[config.mk]
export PLATFORM = sky130hd
export DESIGN_NAME = lut_pair_cell
export DESIGN_NICKNAME = d
export VERILOG_FILES = /design/src/rtl/lpc_pkg.sv /design/src/rtl/lpc_cfg_regs.sv /design/src/rtl/lpc_lut3.sv /design/src/rtl/lpc_seq.sv /design/src/rtl/lut_pair_cell.sv
export SDC_FILE = /design/constraint.sdc
export NUM_CORES = 1
export LEC_CHECK = 0
export BUFFER_PORTS_ARGS = -buffer_cell sky130_fd_sc_hd__buf_2
export CAP_MARGIN = 20
export CORE_MARGIN = 2
export CORE_UTILIZATION = 58
export DETAILED_ROUTE_END_ITERATION = 8
export GPL_TIMING_DRIVEN = 0
export PLACE_DENSITY = 0.89
export SLEW_MARGIN = 20
export SYNTH_ARGS = -nofsm -noshare
export SYNTH_HDL_FRONTEND = slang
export SYNTH_SLANG_ARGS = --single-unit
[constraint.sdc]
create_clock -name clk -period 2.65 [get_ports clk]
set_clock_uncertainty 0.1 [all_clocks]
set_input_delay 0.53 -clock clk [delete_from_list [all_inputs] [get_ports clk]]
set_output_delay 0.53 -clock clk [all_outputs]
set_load 0.02 [all_outputs]
[src/rtl/lpc_pkg.sv]
package lpc_pkg;

    localparam int CFG_ADDR_W = 3;
    localparam int CFG_DATA_W = 8;
    localparam int LUT_N_IN   = 3;
    localparam int LUT_LEN    = 1 << LUT_N_IN;
    localparam int SEL_W      = 2 * LUT_N_IN;
    localparam int N_LUTS     = 2;

    localparam int ADDR_TT_EVEN  = 0;
    localparam int ADDR_TT_ODD   = 1;
    localparam int ADDR_SEL_EVEN = 2;
    localparam int ADDR_SEL_ODD  = 3;
    localparam int ADDR_CTRL     = 4;
    localparam int ADDR_GLOBAL   = 5;

    typedef enum logic [1:0] {
        SRC_TIE0 = 2'b00,
        SRC_PIN  = 2'b01,
        SRC_FB   = 2'b10,
        SRC_RSVD = 2'b11
    } src_sel_e;

    typedef enum logic {
        CELL_IDLE = 1'b0,
        CELL_RUN  = 1'b1
    } cell_state_e;

    typedef struct packed {
        logic [LUT_LEN-1:0] tt_even;
        logic [LUT_LEN-1:0] tt_odd;
        logic [SEL_W-1:0]   sel_even;
        logic [SEL_W-1:0]   sel_odd;
        logic               clk_in2;
        logic               dff_mode;
        logic               out_en;
        logic               en_odd;
        logic               en_even;
    } cell_cfg_t;

endpackage

[src/rtl/lpc_cfg_regs.sv]
module lpc_cfg_regs
    import lpc_pkg::*;
#(
    parameter int ADDR_W = CFG_ADDR_W,
    parameter int DATA_W = CFG_DATA_W
)
(
    input  logic              clk,
    input  logic              rst_n,
    input  logic              we,
    input  logic [ADDR_W-1:0] addr,
    input  logic [DATA_W-1:0] wdata,
    output cell_cfg_t         cfg,
    output logic              run
);

    cell_state_e state_q;
    cell_state_e state_d;
    logic        glob_wr;
    logic        cfg_wr_ok;

    assign glob_wr = we && (addr == ADDR_W'(ADDR_GLOBAL));

    // state register
    always_ff @(posedge clk or negedge rst_n) begin
        if (!rst_n) begin
            state_q <= CELL_IDLE;
        end else begin
            state_q <= state_d;
        end
    end

    // transitions START and STOP
    always_comb begin
        state_d = state_q;
        unique case (state_q)
            CELL_IDLE: if (glob_wr && wdata[0])  state_d = CELL_RUN;
            CELL_RUN:  if (glob_wr && !wdata[0]) state_d = CELL_IDLE;
        endcase
    end

    // state outputs
    always_comb begin
        run       = 1'b0;
        cfg_wr_ok = 1'b0;
        unique case (state_q)
            CELL_IDLE: cfg_wr_ok = we;
            CELL_RUN:  run       = 1'b1;
        endcase
    end

    // configuration storage, writable only while idle
    always_ff @(posedge clk or negedge rst_n) begin
        if (!rst_n) begin
            cfg <= '0;
        end else if (cfg_wr_ok) begin
            case (addr)
                ADDR_W'(ADDR_TT_EVEN):  cfg.tt_even  <= wdata[LUT_LEN-1:0];
                ADDR_W'(ADDR_TT_ODD):   cfg.tt_odd   <= wdata[LUT_LEN-1:0];
                ADDR_W'(ADDR_SEL_EVEN): cfg.sel_even <= wdata[SEL_W-1:0];
                ADDR_W'(ADDR_SEL_ODD):  cfg.sel_odd  <= wdata[SEL_W-1:0];
                ADDR_W'(ADDR_CTRL): begin
                    cfg.en_even  <= wdata[0];
                    cfg.en_odd   <= wdata[1];
                    cfg.out_en   <= wdata[2];
                    cfg.dff_mode <= wdata[3];
                    cfg.clk_in2  <= wdata[4];
                end
                default: ;
            endcase
        end
    end

    AST_CFG_LOCKED: assert property (@(posedge clk) disable iff (!rst_n)
        (run && we && !glob_wr) |=> $stable(cfg));

    AST_RUN_ON_START: assert property (@(posedge clk) disable iff (!rst_n)
        (!run && glob_wr && wdata[0]) |=> run);

endmodule

[src/rtl/lpc_lut3.sv]
module lpc_lut3
    import lpc_pkg::*;
#(
    parameter  int N_IN   = LUT_N_IN,
    localparam int TT_LEN = 1 << N_IN
)
(
    input  logic [TT_LEN-1:0] table_i,
    input  logic [2*N_IN-1:0] sel_i,
    input  logic [N_IN-1:0]   pin_i,
    input  logic              fb_i,
    input  logic              en_i,
    output logic              y_o
);

    logic [N_IN-1:0] idx;

    for (genvar k = 0; k < N_IN; k++) begin : g_in
        src_sel_e src;
        logic     bit_v;
        assign src = src_sel_e'(sel_i[2*k +: 2]);
        always_comb begin
            unique case (src)
                SRC_TIE0: bit_v = 1'b0;
                SRC_PIN:  bit_v = pin_i[k];
                SRC_FB:   bit_v = fb_i;
                SRC_RSVD: bit_v = 1'b0;
            endcase
        end
        assign idx[k] = bit_v;
    end

    assign y_o = en_i & table_i[idx];

endmodule

[src/rtl/lpc_seq.sv]
module lpc_seq (
    input  logic clk,
    input  logic rst_n,
    input  logic run,
    input  logic dff_mode,
    input  logic clk_in2,
    input  logic in2_pin,
    input  logic d,
    input  logic g,
    output logic q
);

    logic in2_prev;
    logic evt;

    always_ff @(posedge clk or negedge rst_n) begin
        if (!rst_n) begin
            in2_prev <= 1'b0;
        end else begin
            in2_prev <= in2_pin;
        end
    end

    assign evt = clk_in2 ? (in2_pin & ~in2_prev) : 1'b1;

    always_ff @(posedge clk or negedge rst_n) begin
        if (!rst_n) begin
            q <= 1'b0;
        end else if (!run || !dff_mode) begin
            q <= 1'b0;
        end else if (evt && g) begin
            q <= d;
        end
    end

    AST_IDLE_CLEAR: assert property (@(posedge clk) disable iff (!rst_n)
        !run |=> (q == 1'b0));

    AST_GATE_HOLD: assert property (@(posedge clk) disable iff (!rst_n)
        (run && dff_mode && !g) |=> $stable(q));

    AST_SYSCLK_LOAD: assert property (@(posedge clk) disable iff (!rst_n)
        (run && dff_mode && !clk_in2 && g) |=> (q == $past(d)));

    AST_IN2_QUIET: assert property (@(posedge clk) disable iff (!rst_n)
        (run && dff_mode && clk_in2 && !in2_pin) |=> $stable(q));

endmodule

[src/rtl/lut_pair_cell.sv]
module lut_pair_cell
    import lpc_pkg::*;
#(
    parameter int ADDR_W = CFG_ADDR_W,
    parameter int DATA_W = CFG_DATA_W,
    parameter int N_IN   = LUT_N_IN
)
(
    input  logic              clk,
    input  logic              rst_n,
    input  logic              cfg_we,
    input  logic [ADDR_W-1:0] cfg_addr,
    input  logic [DATA_W-1:0] cfg_wdata,
    input  logic [N_IN-1:0]   pin_even,
    input  logic [N_IN-1:0]   pin_odd,
    output logic              cell_out
);

    localparam int TT_LEN = 1 << N_IN;

    cell_cfg_t         cfg;
    logic              run;
    logic              q;
    logic [N_LUTS-1:0] lut_y;

    logic [TT_LEN-1:0] tt_arr  [N_LUTS];
    logic [2*N_IN-1:0] sel_arr [N_LUTS];
    logic [N_IN-1:0]   pin_arr [N_LUTS];
    logic              en_arr  [N_LUTS];

    assign tt_arr[0]  = cfg.tt_even;
    assign tt_arr[1]  = cfg.tt_odd;
    assign sel_arr[0] = cfg.sel_even;
    assign sel_arr[1] = cfg.sel_odd;
    assign pin_arr[0] = pin_even;
    assign pin_arr[1] = pin_odd;
    assign en_arr[0]  = cfg.en_even;
    assign en_arr[1]  = cfg.en_odd;

    lpc_cfg_regs #(
        .ADDR_W (ADDR_W),
        .DATA_W (DATA_W)
    ) u_cfg (
        .clk   (clk),
        .rst_n (rst_n),
        .we    (cfg_we),
        .addr  (cfg_addr),
        .wdata (cfg_wdata),
        .cfg   (cfg),
        .run   (run)
    );

    for (genvar i = 0; i < N_LUTS; i++) begin : g_lut
        lpc_lut3 #(
            .N_IN (N_IN)
        ) u_lut (
            .table_i (tt_arr[i]),
            .sel_i   (sel_arr[i]),
            .pin_i   (pin_arr[i]),
            .fb_i    (q),
            .en_i    (en_arr[i]),
            .y_o     (lut_y[i])
        );
    end

    lpc_seq u_seq (
        .clk      (clk),
        .rst_n    (rst_n),
        .run      (run),
        .dff_mode (cfg.dff_mode),
        .clk_in2  (cfg.clk_in2),
        .in2_pin  (pin_even[N_IN-1]),
        .d        (lut_y[0]),
        .g        (lut_y[1]),
        .q        (q)
    );

    always_comb begin
        cell_out = run && cfg.out_en && (cfg.dff_mode ? q : lut_y[0]);
    end

    AST_IDLE_OUT_LOW: assert property (@(posedge clk) disable iff (!rst_n)
        !run |-> !cell_out);

endmodule

==> metrics.md <==
| Metric | Value |
|---|---|
| Status | `complete, but fails checks` |
| Failing checks | `setup timing` |
| Final Hold Viols | `0` |
| Count leader, synth | `dfrtp_1` |
| Pwr Density | `674 mW/mm^2` |
| Peak Freq | `0.363 GHz` |
| CTS Buf Count | `5` |
| Comb power frac | `0.324` |
| Ys async rst share | `1.00` |
| Die Width | `62.2 um` |
| Post-DRT Antenna Nets | `0` |
| CP required | `2020 ps` |
| Maximum net fanout on the critical path | `4` |
| Area delta synth->final | `16.0%` |
| Worst Setup End Kind | `output pin` |
| Share of cells above drive strength 1 | `0.396` |
| Maximum clock insertion buffer count | `2` |
| Synth top area share | `0.458` |
| Htree depth | `2` |
| CP Buf/Inv Count | `1` |
| Final setup vio count | `1` |
| Slowest CP cell | `dfrtp_1` |
| Setup TNS | `-105 ps` |
| HP Class | `in2async` |
| First-pass GRT wire length | `7250 um` |
| Distinct cells, synth | `40` |
| Critical path class | `reg2out` |
| Slew HR | `0.465` |
| Total power | `1.54 mW` |
| WP data arrival | `2120 ps` |
| Slew Limit Fails | `0` |
| Ranking of synthesized cells by area | `dfrtp_1, mux2_2, nand2_1` |
| Commonest cells post-synth | `dfrtp_1, mux2_2, nand2_1` |
| Max cap viols | `0` |
| Core Box Area | `0.00328 mm^2` |
| Fillers | `244` |
| Sink Count | `36` |
| Net switching power | `0.518 mW` |
| Clock network power share | `0.168` |
| Syn nets | `198` |
| Synth Warn # | `0` |
| Initial Util | `0.599` |
| Final design utilization | `0.695` |
| Antenna violations before repair | `0` |
| Post-synth EDFFs | `0` |
| Remaining DRCs | `0` |
| Die area | `0.00387 mm^2` |
| Synth Cell Area | `0.00197 mm^2` |
| Min cycle time layout | `2750 ps` |
| Least-Margin Pin Slew | `802 ps` |
| Skew-Pair Late Insertion Delay | `350 ps` |
| Nets | `234` |
| Leakage Power | `1.01 nW` |
| Dpl ws | `126 ps` |
| Final instance area | `0.00228 mm^2` |
| Port bufs | `20` |
| WL/cell | `18.0 um` |
| Drt first pass iters | `4` |
| Tcrit/Tclk final | `1.04` |
| Dpl cell area | `0.00212 mm^2` |
| Setup crit start kind | `register` |
| DP HPWL | `2950 um` |
| Post-synthesis cell count | `178` |
| Clk Tree Root Cell | `clkbuf_4` |
| Vias in the first global route | `1,537` |
| RSZ-0062 raised after global routing | `true` |
| Int Pwr | `1.02 mW` |
| Largest net degree at the start of global routing | `37` |
| Crit-path leading delay family | `compound AO/OA/AOI/OAI gates` |
| Worst path max stage delay | `420 ps` |
| N_diodes | `0` |
| Fin worst setup slack | `-105 ps` |
| Sw Ratio | `0.337` |
| Average size of a mapped cell | `11.0 um^2` |
| Post-synthesis sequential area ratio | `0.458` |
| TritonCTS clock tree | `done` |
| Hold buffer count at CTS | `0` |
| 1st-iter DRT viols | `123` |
| I/O pin cnt | `21` |
| Final WL | `4640 um` |
| Clk pin slew, worst setup/hold paths | `100 ps` |
| Synth area leader | `dfrtp_1` |
| RePlAce Congestion | `0.855` |
| GRT Util Overall | `0.242` |
| Row cnt | `21` |
| Die Ht | `62.2 um` |
| Top FF cell, synth | `dfrtp_1` |
| Seq pwr share | `0.508` |
| Cell Chain, Critical Path | `nand3b_1 > and2_2 > a32oi_1 > a21oi_1 > a32oi_1 > a21oi_1 > buf_4` |
| Flops & latches, synth | `36` |
| Vias post-DR | `1,608` |
| Max IR drop VDD | `387 uV` |
| Vias per cell | `6.23` |
| Grt ovf | `0` |
-- layout make-up --
cell class | instances | area, um^2 | share of cell area
Multi-Input combinational cell | 127 | 1030 | 0.452
Inverter | 9 | 33.8 | 0.0148
Tap cell | 46 | 57.6 | 0.0252
Sequential cell | 36 | 903 | 0.396
Buffer | 6 | 47.5 | 0.0208
Clock buffer | 5 | 37.5 | 0.0164
Timing Repair Buffer | 29 | 170 | 0.0746
-- repair_timing --
item                       4_1_cts  5_1_grt
resized for setup                3       11
pin swaps                        5        8
buffers inserted                 4        5
setup endpoints to repair        1        1
-- sequential cells by signal, indices dropped and copies added (netlist names), named ones only --
register / flops
u_cfg.cfg: 33
u_seq.in2_prev: 1
u_seq.q: 1
-- metrics by stage --
stage          hold slack, ps  std cells
2_1_floorplan             134        178
3_3_place_gp              382        244
3_5_place_dp              391        244
4_1_cts                   193        253
5_1_grt                   224        258
6_report                  157        258
-- final timing paths --
check                                           from                         to  slack [ps]  depth (start not counted)
setup / recovery           u_cfg.cfg[14]$_DFFE_PN0P_                   cell_out        -100                          7
hold / removal                                 rst_n  u_cfg.cfg[28]$_DFFE_PN0P_         160                          1
setup reg to reg                 u_seq.q$_DFFE_PN0P_        u_seq.q$_DFFE_PN0P_         390                          9
hold reg to reg             u_cfg.cfg[4]$_DFFE_PN0P_   u_cfg.cfg[4]$_DFFE_PN0P_         410                          1
max in group asynchronous                      rst_n        u_seq.q$_DFFE_PN0P_        1710                          1
min in group clk                         pin_even[2]   u_seq.in2_prev$_DFF_PN0_         240                          1
-- cells in the final DEF (no fill, tap or decap), drive strengths merged --
cell and instances:
o22ai 3, mux2 32, o211a 2, a31oi 2
mux2i 2, a21boi 1, a32oi 2, nand3b 8
a21oi 9, clkbuf 7, o2111a 1, and4b 1
a22oi 2, nor2b 5, inv 9, o21ai 9
a222oi 1, or3 1, a22o 1, nor2 4
and2 1, a211oi 4, a311oi 1, nand2 18
buf 33, a221o 1, a221oi 1, a2111o 1
a211o 1, and3b 3, dfrtp 36, a2111oi 1
nand2b 2, nor3b 7
-- layer usage --
| metal | part of all wire | track usage | vias up |
|---|---|---|---|
| met5 | 0 | 0 | - |
| met4 | 0.045 | 0.131 | 0 |
| met3 | 0.045 | 0.0507 | 21 |
| li1 | - | - | 736 |
| met1 | 0.41 | 0.302 | 800 |
| met2 | 0.50 | 0.397 | 51 |
-- power groups by stage --
| stage | Sequential [mW] | Combinational [mW] | Clock, mW |
|---|---|---|---|
| final | 0.781 | 0.497 | 0.259 |
| after floorplan | 0.752 | 0.343 | 0 |
| after CTS | 0.773 | 0.457 | 0.257 |
| after global routing | 0.802 | 0.545 | 0.287 |
| after detailed placement | 0.783 | 0.436 | 0 |
| after global placement | 0.774 | 0.416 | 0 |
-- worst reg2reg max path, delay by kind of cell, from the launching register on --
kind,cells,cell delay [ps]
AOI/OAI and AO/OA,5,1020
buffers and inverters,3,410
DFF,1,460
and+or+nand+nor,1,170
-- kinds of logic (layout without fill, tap and decap cells) --
| group | Yosys count | count (layout) | share of synthesized area |
|---|---|---|---|
| and+or+nand+nor | 50 | 50 | 0.149 |
| AOI/OAI and AO/OA | 43 | 43 | 0.160 |
| DFF | 36 | 36 | 0.458 |
| muxes | 34 | 34 | 0.193 |
| buffers and inverters | 15 | 49 | 0.0394 |
Power figures use the tool's default switching activity.
